`config.mk`:
```
export PLATFORM = sky130hd
export DESIGN_NAME = lock_reset_stretcher
export DESIGN_NICKNAME = d
export VERILOG_FILES = /design/src/rtl/lock_reset_stretcher.sv
export SDC_FILE = /design/constraint.sdc
export NUM_CORES = 1
export LEC_CHECK = 0
export BUFFER_PORTS_ARGS = -buffer_cell sky130_fd_sc_hd__buf_2
export CORE_AREA = 4 4 41 43
export CTS_CLUSTER_DIAMETER = 150
export CTS_CLUSTER_SIZE = 20
export DETAILED_ROUTE_END_ITERATION = 6
export DIE_AREA = 0 0 45 47
export MAX_ROUTING_LAYER = met4
export PLACE_DENSITY = 0.78
export SETUP_SLACK_MARGIN = 0.1
export SLEW_MARGIN = 10
export SYNTH_ARGS = -nofsm -noshare
export SYNTH_HDL_FRONTEND = slang
export SYNTH_SLANG_ARGS = --single-unit
```
`constraint.sdc`:
```
create_clock -name clk -period 1.91 [get_ports clk]
set_clock_uncertainty 0.05 [all_clocks]
set_input_delay 0.382 -clock clk [delete_from_list [all_inputs] [get_ports clk]]
set_output_delay 0.382 -clock clk [all_outputs]
set_load 0.01 [all_outputs]
```
`src/rtl/lock_reset_stretcher.sv`:
```
module lock_reset_stretcher #(
  parameter int COUNT_LEN   = 1024,
  parameter int SYNC_STAGES = 2
) (
  input  logic clk,
  input  logic rst_n,
  input  logic req_n,
  input  logic pll_locked,
  output logic rst_out_oe
);

  localparam int CW = $clog2(COUNT_LEN) + 1;
  localparam logic [CW-1:0] LAST = CW'(COUNT_LEN - 1);
  localparam logic [CW-1:0] FULL = CW'(COUNT_LEN);

  logic                   cap;
  logic [SYNC_STAGES-1:0] sync_q;
  logic                   req_sync;
  logic [CW-1:0]          cnt;
  logic                   hold;

  always_ff @(posedge clk or negedge req_n)
    if (!req_n) cap <= 1'b1;
    else        cap <= 1'b0;

  always_ff @(posedge clk or negedge rst_n)
    if (!rst_n) sync_q <= '0;
    else        sync_q <= {sync_q[SYNC_STAGES-2:0], cap};

  assign req_sync = sync_q[SYNC_STAGES-1];

  always_ff @(posedge clk or negedge rst_n)
    if (!rst_n) begin
      cnt  <= '0;
      hold <= 1'b1;
    end else if (!pll_locked || req_sync) begin
      cnt  <= '0;
      hold <= 1'b1;
    end else if (hold) begin
      cnt <= cnt + 1'b1;
      if (cnt == LAST) hold <= 1'b0;
    end

  assign rst_out_oe = hold | ~pll_locked;

  AST_CAP_ASYNC: assert property (@(posedge clk) disable iff (!rst_n)
    !req_n |-> cap);
  AST_REQ_CLEARS: assert property (@(posedge clk) disable iff (!rst_n)
    req_sync |=> (cnt == '0 && hold));
  AST_LOCK_CLEARS: assert property (@(posedge clk) disable iff (!rst_n)
    !pll_locked |=> (cnt == '0 && rst_out_oe));
  AST_NO_OVERFLOW: assert property (@(posedge clk) disable iff (!rst_n)
    cnt <= FULL);
  AST_RELEASE_EXACT: assert property (@(posedge clk) disable iff (!rst_n)
    $fell(hold) |-> cnt == FULL);
  AST_HOLD_STEADY: assert property (@(posedge clk) disable iff (!rst_n)
    (hold && cnt < LAST) |=> hold);

endmodule

```
---- Word-level counts from Yosys, hierarchy flattened ----
Cells that the tools add are included.
operators by class
  add/sub/neg operators ................... 1
  equality and inequality tests ........... 1
  muxes and demuxes ....................... 5
  bitwise operators ....................... 2
  reduce and logical (&&, ||, !) cells .... 3
operators with widths
  cell                   number
  $mux 11                2
  $add 11x1->11 const B  1
  $eq 11x10->1 const B   1
  $mux 1                 3
  $reduce_bool 2->1      1
  $logic_not 1->1        1
  $logic_or 1x1->1       1
  $not 1->1              1
  $or 1x1->1             1
storage, ports and cells
  register bits after elaboration ......... 15
  input port bits ......................... 4
  output and inout port bits .............. 1

---- Longest topological paths before layout ----
  depth after elaboration ................. 4
  mapped depth ............................ 4
  mapped depth without buffers ............ 4

---- Least setup slack after synthesis ----
No wires, ideal clock.
  kind .................................... flip-flop to flip-flop
  start point ............................. register hold
  end point ............................... register cnt[7]
  library setup time ...................... 0.078 ns
  arrival ................................. 1.353 ns
  setup slack ............................. 0.429 ns
  stages on the path, launching flop included .. 5
  buffers on the path ..................... 1
  period minus slack after synthesis ...... 1.481 ns
  cell sequence ........................... dfstp_2 buf_2 nand4_4 or4_1 a21oi_1
between the ends
  cells in the longest elaborated chain, start to end .. 1
ends and longest elaborated chain
  element                             line  source
  start, declared                     20    logic hold;
  start signal, assigned              35    hold <= 1'b1;
  start signal, assigned              38    hold <= 1'b1;
  start signal, assigned              41    if (cnt == LAST) hold <= 1'b0;
  $reduce_bool 2->1 (no source line)  n/a
  end signal, assigned                40    cnt <= cnt + 1'b1;
  end, declared                       19    logic [CW-1:0] cnt;
Every way passes these cells.
A chain may end at the register's enable or synchronous reset.

---- Worst setup path after layout ----
  start point ............................. register hold
  end point ............................... output rst_out_oe
between the ends
  cells in the longest elaborated chain, start to end .. 1
ends and longest elaborated chain
  element        line  source
  $or 1x1->1     44    assign rst_out_oe = hold | ~pll_locked;
  end, declared  9     output logic rst_out_oe
Every way passes these cells.

==> qor.yml <==
status: "completed"
ant_nets: 0
power_uw: 522
first_iter_violations: 6
vdd_drop_max_mv: 0.492
post_dp_cell_area_sq_um: 722
htreeDepth: 1
synth.distinct_cells: 27
clk_pin_slew_worst_paths_ns: 0.08
end_kind: "primary output"
cts.sinks: 15
syn_area_sq_um: 703
overflow: 0
path_cells: "nand2b_1, buf_2"
cp_slowest_cell: "dfstp_2"
start_util_pct: 54.0
worstPathArrival_ns: 1.17
grt_pass1_vias: 455
worstPathMaxFanout: 8
syn-num-nets: 69
yosys.area.top_type: "dfrtp_1"
worstRegToRegCells: 4
worstPathRequired_ns: 1.48
core-area_sq_um: 1300
utilization_pct: 59.0
routed_wl_um: 1140
design_area_sq_um: 768
grt_pass1_wl_um: 1900
die_h_um: 47
leakage_nw: 0.312
fin_cells: 86
place_congestion: 0.781
reg2reg_slack_ns: 0.34
synth.area.top_cells: "dfrtp_1 (46%), dfstp_2 (7.5%), o31ai_1 (4.3%), or4_1 (4.3%), xor2_1 (3.7%)"
syn-mean-instance-area_sq_um: 11.0
hold_path_startpoint: "sync_q[0]$_DFF_PN0_"
reg2reg_to: "cnt[10]$_DFFE_PN0P_"
wl_per_cell_um: 13.3
num_antenna_cells: 0
power_density_nw_per_um2: 680
antenna_found_initial: 0
synth_warnings: 0
hp-class: "reg2reg"
cts-root-buf: "clkbuf_4"
area_growth_pct: 9.25
place_ws_ns: 0.387
clockBufferDepth: 2
fin_nets: 77
yosysSeqAreaShare_pct: 53.7
ys_ff_latch: 15
hold_violations: 0
synth_edf_count: 0
numCtsBuffers: 3
rsz0062_at_grt: "no"
vias: 478
hold_path_depth: 0
hold_path_end: "sync_q[1]$_DFF_PN0_"
die_w_um: 45
layout_setup_ws_ns: 0.304
grtUsageTotal_pct: 13.3
drv_slew: 0
ios: 5
rows: 13
fmax_mhz: 623
nFillCells: 115
final-setup-viol-count: 0
regToRegStartpoint: "cnt[0]$_DFFE_PN0P_"
synthTopCellsByCount: "dfrtp_1 (13), a21oi_1 (5), nand2_1 (5), nor2_1 (5)"
drcViolationCount: 0
dr.pass1.iters: 4
post-place-cells: 80
post_cts_resized: 0
die_area_sq_um: 2120
portBuffers: 4
place_hpwl_um: 816
grt_max_degree: 15
synth_top_area_share_pct: 46.3
routed_via_density: 5.56
crit_type: "reg2out"
drv_cap: 0
syn_inst: 64
cts_tree: "yes"
synth-async-reset-ratio_pct: 100
crit_path_start_kind: "register"
min_period_ns: 1.61
ys.flop_type: "dfrtp_1"
fin_hold_ws_ns: 0.307
clkLatencyLatePin_ns: 0.28
fin_crit_sh_pct: 84.1
finalSetupTns_ns: 0
drive_gt1_share_pct: 16.9
yosysMostFrequentCell: "dfrtp_1"
slowest_delay_ns: 0.65
## how the worst max path moves through the flow
stage                       start            endpoint  slack (ns)  cells after the start
2_1_floorplan      hold$_DFF_PN1_  cnt[7]$_DFFE_PN0P_        0.43                      4
3_3_place_gp       hold$_DFF_PN1_  cnt[9]$_DFFE_PN0P_        0.44                      3
3_5_place_dp   cnt[0]$_DFFE_PN0P_  cnt[8]$_DFFE_PN0P_        0.39                      4
4_1_cts            hold$_DFF_PN1_          rst_out_oe        0.29                      2
5_1_grt            hold$_DFF_PN1_          rst_out_oe        0.24                      2
6_report           hold$_DFF_PN1_          rst_out_oe        0.30                      2
## metal layers
| layer | track usage, % | part of all wire [%] | vias to the layer above |
|---|---|---|---|
| met5 | - | 0 | - |
| met4 | 8.77 | 0.88 | 0 |
| met3 | 2.30 | 3.1 | 2 |
| met2 | 19.8 | 48 | 5 |
| met1 | 16.6 | 48 | 230 |
| li1 | - | - | 241 |
## placed cells by master, fill, tap and decap left out, drive strengths merged, types with 2 or more instances in the layout
cell type / instances
o21a: 2
dfrtp: 13
nand2: 5
nand2b: 2
a21oi: 5
or4: 4
nand3: 3
nor2: 5
clkbuf: 4
buf: 4
o31ai: 4
xor2: 3
dlygate4sd3: 2
nand4: 3
dfstp: 2
## cells by family (layout without fill, tap and decap cells)
group,after synthesis,in the layout,synth area share (%)
simple gates,25,25,22.2
flops,15,15,53.7
compound gates,13,13,11.9
xor+xnor,4,4,4.98
buf+inv,4,11,3.38
fa+ha+maj,1,1,1.78
other cells,1,1,0.533
mux,1,1,1.42
## registers in the layout, indices dropped and copies added, names as in the netlist
| name | cells |
|---|---|
| cnt | 11 |
| sync_q | 2 |
| cap | 1 |
| hold | 1 |
## repair_timing
| item | CTS | global route |
|---|---|---|
| setup buffers | 0 | 0 |
| hold buffers | 2 | 0 |
| endpoints found under the hold margin | 14 | 0 |
## critical path: cells and delay by family (launching register included)
kind                   cells  cell delay (ns)
flip-flops                 1             0.65
buffers and inverters      1             0.12
AND/OR/NAND/NOR            1             0.13
## power breakdown
| part | switching, mW | internal, mW |
|---|---|---|
| registers | 0.00392 | 0.323 |
| logic | 0.0128 | 0.00864 |
| clock network | 0.0927 | 0.0810 |
| total | 0.109 | 0.413 |
## area by class of cell
type | instances | area [sq um] | share of cell area (%)
Sequential cell | 15 | 378 | 49.2
Multi-Input combinational cell | 45 | 302 | 39.3
Timing Repair Buffer | 6 | 40.0 | 5.21
Clock buffer | 4 | 26.3 | 3.42
Tap cell | 15 | 18.8 | 2.44
Inverter | 1 | 3.75 | 0.489
No activity file was read; power rests on OpenSTA's default activity.
